<file path="config.mk">
export PLATFORM = sky130hd
export DESIGN_NAME = cu_ctrl
export DESIGN_NICKNAME = d
export VERILOG_FILES = /design/src/rtl/cuc_pkg.sv /design/src/rtl/cuc_operand_slot.sv /design/src/rtl/cuc_result_slot.sv /design/src/rtl/cu_ctrl.sv
export SDC_FILE = /design/constraint.sdc
export NUM_CORES = 1
export LEC_CHECK = 0
export ABC_CLOCK_PERIOD_IN_PS = 2900
export BUFFER_PORTS_ARGS = -buffer_cell sky130_fd_sc_hd__buf_2
export CORE_UTILIZATION = 24
export DETAILED_ROUTE_END_ITERATION = 10
export GPL_ROUTABILITY_DRIVEN = 0
export PLACE_DENSITY = 0.53
export REMOVE_ABC_BUFFERS = 1
export SLEW_MARGIN = 5
export SYNTH_ARGS = -nofsm -noshare
export SYNTH_HDL_FRONTEND = slang
export SYNTH_SLANG_ARGS = --single-unit
</file>
<file path="constraint.sdc">
create_clock -name clk -period 2.9 [get_ports clk]
set_clock_uncertainty 0.2 [all_clocks]
set_input_delay 0.58 -clock clk [delete_from_list [all_inputs] [get_ports clk]]
set_output_delay 0.58 -clock clk [all_outputs]
set_load 0.01 [all_outputs]
</file>
<file path="src/rtl/cuc_pkg.sv">
package cuc_pkg;

    typedef enum logic [2:0] {
        ST_IDLE,
        ST_FETCH,
        ST_OFFER,
        ST_AWAIT,
        ST_WRITE,
        ST_DONE
    } cu_state_e;

    typedef struct packed {
        cu_state_e state;
        logic      has_res;
    } cu_ctl_t;

endpackage

</file>
<file path="src/rtl/cuc_operand_slot.sv">
module cuc_operand_slot #(
    parameter int DATA_W = 16
) (
    input  logic              clk,
    input  logic              rst_n,
    input  logic              load_i,
    input  logic              need_i,
    input  logic              go_i,
    input  logic [DATA_W-1:0] data_i,
    output logic              req_o,
    output logic [DATA_W-1:0] data_o
);

    typedef struct packed {
        logic              pending;
        logic [DATA_W-1:0] value;
    } slot_t;

    slot_t slot_d, slot_q;

    always_comb begin
        slot_d = slot_q;
        if (load_i) begin
            slot_d.pending = need_i;
        end else if (slot_q.pending && go_i) begin
            slot_d.pending = 1'b0;
            slot_d.value   = data_i;
        end
    end

    always_ff @(posedge clk) begin
        if (!rst_n) begin
            slot_q <= '0;
        end else begin
            slot_q <= slot_d;
        end
    end

    assign req_o  = slot_q.pending;
    assign data_o = slot_q.value;

    // a granted request is withdrawn on the following cycle
    a_r3_req_drops: assert property (@(posedge clk) disable iff (!rst_n)
        (req_o && go_i && !load_i) |=> !req_o);

    // the latch follows the bus only under a grant
    a_r4_hold_without_grant: assert property (@(posedge clk) disable iff (!rst_n)
        (!(req_o && go_i)) |=> $stable(data_o));

endmodule

</file>
<file path="src/rtl/cuc_result_slot.sv">
module cuc_result_slot #(
    parameter int DATA_W = 16
) (
    input  logic              clk,
    input  logic              rst_n,
    input  logic              capture_i,
    input  logic [DATA_W-1:0] data_i,
    output logic [DATA_W-1:0] data_o
);

    logic [DATA_W-1:0] value_d, value_q;

    always_comb begin
        value_d = value_q;
        if (capture_i) begin
            value_d = data_i;
        end
    end

    always_ff @(posedge clk) begin
        if (!rst_n) begin
            value_q <= '0;
        end else begin
            value_q <= value_d;
        end
    end

    assign data_o = value_q;

    // captured value appears on the output the next cycle
    a_r6_capture: assert property (@(posedge clk) disable iff (!rst_n)
        capture_i |=> (data_o == $past(data_i)));

endmodule

</file>
<file path="src/rtl/cu_ctrl.sv">
module cu_ctrl #(
    parameter int NUM_OPS = 2,
    parameter int DATA_W  = 16
) (
    input  logic                      clk,
    input  logic                      rst_n,
    input  logic                      issue_i,
    input  logic [NUM_OPS-1:0]        need_i,
    input  logic                      has_result_i,
    output logic [NUM_OPS-1:0]        rd_req_o,
    input  logic [NUM_OPS-1:0]        go_rd_i,
    input  logic [NUM_OPS*DATA_W-1:0] rd_data_i,
    output logic                      pipe_valid_o,
    input  logic                      pipe_ready_i,
    output logic [NUM_OPS*DATA_W-1:0] pipe_op_o,
    input  logic                      res_valid_i,
    input  logic [DATA_W-1:0]         res_data_i,
    output logic                      wr_req_o,
    input  logic                      go_wr_i,
    output logic [DATA_W-1:0]         wr_data_o,
    output logic                      busy_o,
    output logic                      done_o
);
    import cuc_pkg::*;

    localparam int BUS_W = NUM_OPS * DATA_W;

    cu_ctl_t ctl_d, ctl_q;
    logic    load_w;
    logic    res_cap_w;
    logic    all_clear_w;

    for (genvar k = 0; k < NUM_OPS; k++) begin : g_slot
        cuc_operand_slot #(.DATA_W(DATA_W)) slot_i (
            .clk    (clk),
            .rst_n  (rst_n),
            .load_i (load_w),
            .need_i (need_i[k]),
            .go_i   (go_rd_i[k]),
            .data_i (rd_data_i[k*DATA_W +: DATA_W]),
            .req_o  (rd_req_o[k]),
            .data_o (pipe_op_o[k*DATA_W +: DATA_W])
        );
    end

    cuc_result_slot #(.DATA_W(DATA_W)) res_i (
        .clk       (clk),
        .rst_n     (rst_n),
        .capture_i (res_cap_w),
        .data_i    (res_data_i),
        .data_o    (wr_data_o)
    );

    assign all_clear_w = ~|rd_req_o;

    always_comb begin
        ctl_d        = ctl_q;
        load_w       = 1'b0;
        res_cap_w    = 1'b0;
        pipe_valid_o = 1'b0;
        wr_req_o     = 1'b0;
        done_o       = 1'b0;
        unique case (ctl_q.state)
            ST_IDLE: begin
                if (issue_i) begin
                    load_w        = 1'b1;
                    ctl_d.has_res = has_result_i;
                    ctl_d.state   = ST_FETCH;
                end
            end
            ST_FETCH: begin
                if (all_clear_w) begin
                    ctl_d.state = ST_OFFER;
                end
            end
            ST_OFFER: begin
                pipe_valid_o = 1'b1;
                if (pipe_ready_i) begin
                    ctl_d.state = ctl_q.has_res ? ST_AWAIT : ST_DONE;
                end
            end
            ST_AWAIT: begin
                if (res_valid_i) begin
                    res_cap_w   = 1'b1;
                    ctl_d.state = ST_WRITE;
                end
            end
            ST_WRITE: begin
                wr_req_o = 1'b1;
                if (go_wr_i) begin
                    ctl_d.state = ST_DONE;
                end
            end
            ST_DONE: begin
                done_o      = 1'b1;
                ctl_d.state = ST_IDLE;
            end
            default: ctl_d.state = ST_IDLE;
        endcase
    end

    always_ff @(posedge clk) begin
        if (!rst_n) begin
            ctl_q <= '{state: ST_IDLE, has_res: 1'b0};
        end else begin
            ctl_q <= ctl_d;
        end
    end

    assign busy_o = (ctl_q.state != ST_IDLE);

    // issue while idle starts an operation
    a_r2_issue_busy: assert property (@(posedge clk) disable iff (!rst_n)
        (!busy_o && issue_i) |=> busy_o);

    // no offer to the pipeline with an operand outstanding
    a_r5_offer_after_reads: assert property (@(posedge clk) disable iff (!rst_n)
        pipe_valid_o |-> (rd_req_o == '0));

    // an offer is held until accepted
    a_r5_offer_hold: assert property (@(posedge clk) disable iff (!rst_n)
        (pipe_valid_o && !pipe_ready_i) |=> pipe_valid_o);

    // write request is held until granted
    a_r6_wr_hold: assert property (@(posedge clk) disable iff (!rst_n)
        (wr_req_o && !go_wr_i) |=> wr_req_o);

    // result operation completes only after a write grant
    a_r7_done_after_write: assert property (@(posedge clk) disable iff (!rst_n)
        (done_o && ctl_q.has_res) |-> $past(wr_req_o && go_wr_i));

    // no-result operation completes right after pipeline acceptance
    a_r8_store_done: assert property (@(posedge clk) disable iff (!rst_n)
        (done_o && !ctl_q.has_res) |-> $past(pipe_valid_o && pipe_ready_i));

    // no write request for a no-result operation
    a_r8_store_no_write: assert property (@(posedge clk) disable iff (!rst_n)
        (busy_o && !ctl_q.has_res) |-> !wr_req_o);

    // done is a pulse and ends the busy period
    a_r9_done_pulse: assert property (@(posedge clk) disable iff (!rst_n)
        done_o |=> (!done_o && !busy_o));

    // a busy unit stays busy through a stray issue
    a_r10_issue_ignored: assert property (@(posedge clk) disable iff (!rst_n)
        (busy_o && !done_o && issue_i) |=> busy_o);

endmodule

</file>
; Word level (Yosys, flattened, before mapping)
; Index checks and enable logic that the tools add are counted.
[classes]
eq_ne = 10
n_mux = 18
n_bitwise = 1
n_reduce_logical = 11
[op_table]
columns = op, n
row1 = $mux 17, 2
row2 = $mux 3, 5
row3 = $pmux 3 s5, 1
row4 = $ne 2x2->1 const B, 5
row5 = $mux 1, 9
row6 = $eq 3x2->1 const B, 2
row7 = $eq 3x3->1 const B, 2
row8 = $reduce_and 2->1, 3
row9 = $reduce_and 5->1, 1
row10 = $mux 4, 1
row11 = $reduce_bool 2->1, 2
row12 = $eq 3x1->1 const B, 1
row13 = $logic_not 3->1, 1
row14 = $reduce_bool 3->1, 1
row15 = $logic_and 1x1->1, 2
row16 = $reduce_or 2->1, 1
row17 = $not 1->1, 1
[word_totals]
ff_bits = 54
out_inout_bits = 54

; Longest topological paths before layout
[depth]
depth_word = 4
ltp_mapped = 7
mapped_depth_nobuf = 4

; Cells and area by module
; From an unflattened synthesis, not the netlist that was laid out.
[hier_totals]
hier_cells = 243
area_unflattened_um2 = 2341.0
[modules_own_cells]
columns = mod, n_inst, cells_per_inst, area_per_inst_um2, seq_area_each_um2
row1 = cuc_operand_slot, 2, 75, 699.4, 340.3
row2 = cuc_result_slot, 1, 51, 615.6, 320.3
row3 = cu_ctrl, 1, 42, 326.6, 80.1

; Least setup slack after synthesis
; No wires, ideal clock.
[synth_path]
path_kind = input-to-reg
start = in issue_i
end = reg g_slot[0].slot_i.slot_q (netlist bit g_slot[0].slot_i.data_o[10])
arrival_time_ns = 1.771
setup_slack_ns = 0.801
stages = 7
path_buffers = 3
cell_sequence = or4b_4 -> buf_6 -> and3_4 -> buf_6 -> buf_8 -> mux2i_1 -> nor2_1
[synth_between]
elab_chain_cells = 4
[synth_lines]
columns = item, line
row1 = start: declaration, cu_ctrl.sv:7  ; input logic issue_i,
row2 = $mux 1, cu_ctrl.sv:65  ; if (issue_i) begin
row3 = $mux 1, cu_ctrl.sv:63  ; unique case (ctl_q.state)
row4 = $not 1->1 (no line), --
row5 = $reduce_and 2->1 (no line), --
row6 = end signal: assignment, cuc_operand_slot.sv:35  ; slot_q <= slot_d;
row7 = end: declaration, cuc_operand_slot.sv:19  ; slot_t slot_d, slot_q;
; No other way between the ends.
; A chain may end at the register's enable or synchronous reset.

; Worst setup path after layout
[layout_path]
start = reg ctl_q[1] in the netlist's numbering
end = out done_o
[layout_between]
elab_chain_cells = 2
[layout_lines]
columns = item, line
row1 = start: declaration, cu_ctrl.sv:28  ; cu_ctl_t ctl_d, ctl_q;
row2 = start signal: assignment, cu_ctrl.sv:104  ; ctl_q <= '{state: ST_IDLE, has_res: 1'b0};
row3 = start signal: assignment, cu_ctrl.sv:106  ; ctl_q <= ctl_d;
row4 = $eq 3x3->1, cu_ctrl.sv:63
row5 = $mux 1, cu_ctrl.sv:63
row6 = end: declaration, cu_ctrl.sv:22  ; output logic done_o
; No other way between the ends.

==> impl_table.tex <==
\begin{tabular}{lr}
\hline
Metric & Value \\
\hline
\multicolumn{2}{l}{\textbf{Clock tree}} \\
Number of hold buffers added after CTS & 0 \\
Number of buffers created by CTS & 5 \\
Clock tree from TritonCTS & done \\
Post-CTS Setup Bufs & 0 \\
CTS sink cnt & 54 \\
Deepest clock path buffer count & 2 \\
Clock slew at reported path FFs & 100 ps \\
Clock insertion delay at the later pin of the skew report & 300 ps \\
Clock tree root driver cell & clkbuf\_8 \\
H-tree lvl count & 2 \\
Post-CTS Resized & 0 \\
\multicolumn{2}{l}{\textbf{Setup path}} \\
Reg2reg path depth & 4 \\
Beginning of the worst register-to-register path & ctl\_q[2]\$\_SDFFE\_PN0P\_ \\
Required time worst endpoint & 2120 ps \\
Maximum net fanout on the critical path & 13 \\
R2R Setup Slk & 870 ps \\
Arrival time worst endpoint & 1400 ps \\
Kind of start point of the critical path & flip-flop \\
RR Endpoint & res\_i.data\_o[6]\$\_SDFFE\_PN0P\_ \\
Critical Path Sink Type & output port \\
Start-to-end type of the worst setup path & reg -> out \\
\multicolumn{2}{l}{\textbf{Worst hold path}} \\
Worst min path class & reg -> reg \\
Hold path cells & 2 \\
Endpoint of the worst hold-timing path & res\_i.data\_o[15]\$\_SDFFE\_PN0P\_ \\
Min-delay src & res\_i.data\_o[15]\$\_SDFFE\_PN0P\_ \\
\multicolumn{2}{l}{\textbf{Global route}} \\
Number of global-route vias before repair & 1,563 \\
Initial antenna violation count & 0 \\
Congestion Overflow GR & 0 \\
Largest net degree at the start of global routing & 44 \\
All-Layer GR Usage & 10.3\% \\
Global-route wire length before repair & 7310 um \\
\multicolumn{2}{l}{\textbf{Final layout}} \\
Most common library cell in the layout ignoring fill and taps & buf\_2 \\
Area Growth Syn to Fin & 32.5\% \\
Number of nets in the finished design & 387 \\
Fraction of final layout cells sized beyond drive strength 1 & 37.4\% \\
Fillers & 891 \\
Post-route standard cell area excluding fillers & 2810 um\^{}2 \\
Most frequent cells in the layout & 112 x buf\_2, 54 x dfxtp\_1, 37 x mux2i\_1 \\
Diode insertion count for antenna repair & 0 \\
\multicolumn{2}{l}{\textbf{Timing}} \\
Slew @ Worst Pin & 625 ps \\
Highest achievable clock rate & 458 MHz \\
Crit path setup slack, layout & 715 ps \\
Pins Over Slew Limit & 0 \\
Max-slew headroom & 58.2\% \\
Setup TNS after final layout & 0 ps \\
Final setup violation count & 0 \\
Post-route clock period utilization & 75.3\% \\
Final-report hold violation count & 0 \\
RSZ-0062 raised after global routing & no \\
Min cycle time layout & 2180 ps \\
\multicolumn{2}{l}{\textbf{Floorplanning}} \\
Die area & 9230 um\^{}2 \\
Die boundary height & 96.1 um \\
Initial Utilization & 25.3\% \\
Core outline area & 8380 um\^{}2 \\
Boundary pin count & 113 \\
Std cell rows & 33 \\
Die width & 96.1 um \\
\multicolumn{2}{l}{\textbf{Route}} \\
Average routed wire per standard cell & 11.3 um \\
Number of design-rule violations left by the first detailed-router iteration & 37 \\
Routed WL & 4890 um \\
Final ANT Viol Nets & 0 \\
Drt pass-1 iters & 4 \\
DR vias/cell & 4.25 \\
\# DRC & 0 \\
DR vias & 1,846 \\
\multicolumn{2}{l}{\textbf{Synthesis}} \\
Cells after Synth & 226 \\
Mapped Area & 2120 um\^{}2 \\
Post-synthesis sequential area ratio & 50.9\% \\
Number of storage elements in the synthesis netlist & 54 \\
Number of unique standard cell types used by synthesis & 28 \\
Average instance area after synthesis & 9.40 um\^{}2 \\
Warnings, synthesis & 0 \\
\multicolumn{2}{l}{\textbf{Power}} \\
Leak & 1.26 nW \\
Power density over the cells & 544 nW/um\^{}2 \\
Highest ir drop seen on vdd & 0.201 mV \\
\multicolumn{2}{l}{\textbf{Placed design}} \\
Post-Place Setup Slack & 802 ps \\
Final HPWL from detailed placement & 3570 um \\
Port bufs & 112 \\
Dpl cell area & 2700 um\^{}2 \\
\multicolumn{2}{l}{\textbf{Outcome}} \\
Outcome & complete, no violations \\
\multicolumn{2}{l}{\textbf{Run}} \\
\# Max-Cap Violations & 0 \\
\hline
\end{tabular}
-- registers in the layout (all words and copies together) (netlist names) --
register,count
res_i.data_o,16
g_slot.slot_i.req_o,2
g_slot.slot_i.data_o,32
ctl_q,4
-- how the worst max path moves through the flow --
stage	start	endpoint	slack [ps]
finish	ctl_q[1]$_SDFFE_PN0P_	done_o	720
global route	ctl_q[1]$_SDFFE_PN0P_	done_o	580
CTS	ctl_q[1]$_SDFFE_PN0P_	done_o	670
detailed placement	issue_i	g_slot[1].slot_i.data_o[4]$_SDFFE_PN0P_	800
global placement	issue_i	g_slot[0].slot_i.data_o[14]$_SDFFE_PN0P_	810
floorplan	rst_n	ctl_q[3]$_SDFFE_PN0P_	910
-- per-layer routing --
layer / vias up / global-route usage [%] / part of all wire, %
met1: 821 / 12.6 / 46
met5: - / 0 / 0
met2: 71 / 16.8 / 45
met4: 0 / 3.36 / 1.0
met3: 5 / 3.32 / 7.8
li1: 949 / - / -
-- power by group --
| part | internal, mW | total (mW) | switching [mW] | leakage (nW) |
|---|---|---|---|---|
| Combinational | 0.114 | 0.226 | 0.112 | 0.772 |
| Clock | 0.258 | 0.501 | 0.243 | 0.0514 |
| Sequential | 0.770 | 0.804 | 0.0345 | 0.436 |
| Total | 1.14 | 1.53 | 0.389 | 1.26 |
-- cells in the mapped netlist --
cell type | n | area share [%]
dfxtp_1 | 54 | 51
mux2i_1 | 37 | 17
nand2_1 | 36 | 6.4
nor2_1 | 36 | 6.4
a21oi_1 | 18 | 4.2
clkbuf_1 | 11 | 1.9
nor2b_1 | 4 | 1.2
buf_6 | 3 | 1.6
nor3b_1 | 3 | 1.1
and3_4 | 2 | 1.1
buf_4 | 2 | 0.71
buf_8 | 2 | 1.4
nand3_1 | 2 | 0.47
nand3b_1 | 2 | 0.71
a211oi_1 | 1 | 0.35
and3_1 | 1 | 0.29
clkinv_1 | 1 | 0.18
inv_1 | 1 | 0.18
nor3_1 | 1 | 0.24
nor4_1 | 1 | 0.29
nor4b_1 | 1 | 0.41
o21ai_0 | 1 | 0.24
o21ai_1 | 1 | 0.24
o31a_1 | 1 | 0.41
o31ai_1 | 1 | 0.35
or3_1 | 1 | 0.29
or3b_1 | 1 | 0.41
or4b_4 | 1 | 0.65
-- layout make-up --
class,instances,area [um^2],area share [%]
well taps,105,131,4.67
flip-flops and latches,54,1080,38.4
clock inverters,2,37.5,1.33
repair buffers,113,568,20.2
clock buffers,6,72.6,2.58
multi-input cells,152,915,32.5
inverters,2,7.51,0.267
-- worst max-delay path, cell delays in order, from the launching register on --
cell and delay, ps:
dfxtp_1 540, inv_1 170, nor3b_1 220, buf_2 170
-- metrics by stage --
step,power (mW),cells,util [%],hold slack [ps]
2_1_floorplan,0.952,208,-,281
3_3_place_gp,1.05,426,32.2,241
3_5_place_dp,1.05,426,32.2,243
4_1_cts,1.57,434,33.6,258
5_1_grt,1.62,434,33.6,278
6_report,1.53,434,33.6,256
-- kinds of logic after synthesis --
family	after synthesis	share of synthesized area (%)
AND/OR/NAND/NOR	92	19.8
flip-flops	54	50.9
AO/OA/AOI/OAI	23	5.83
multiplexers	37	17.4
buffers and inverters	20	6.01
Power figures use the tool's default switching activity.
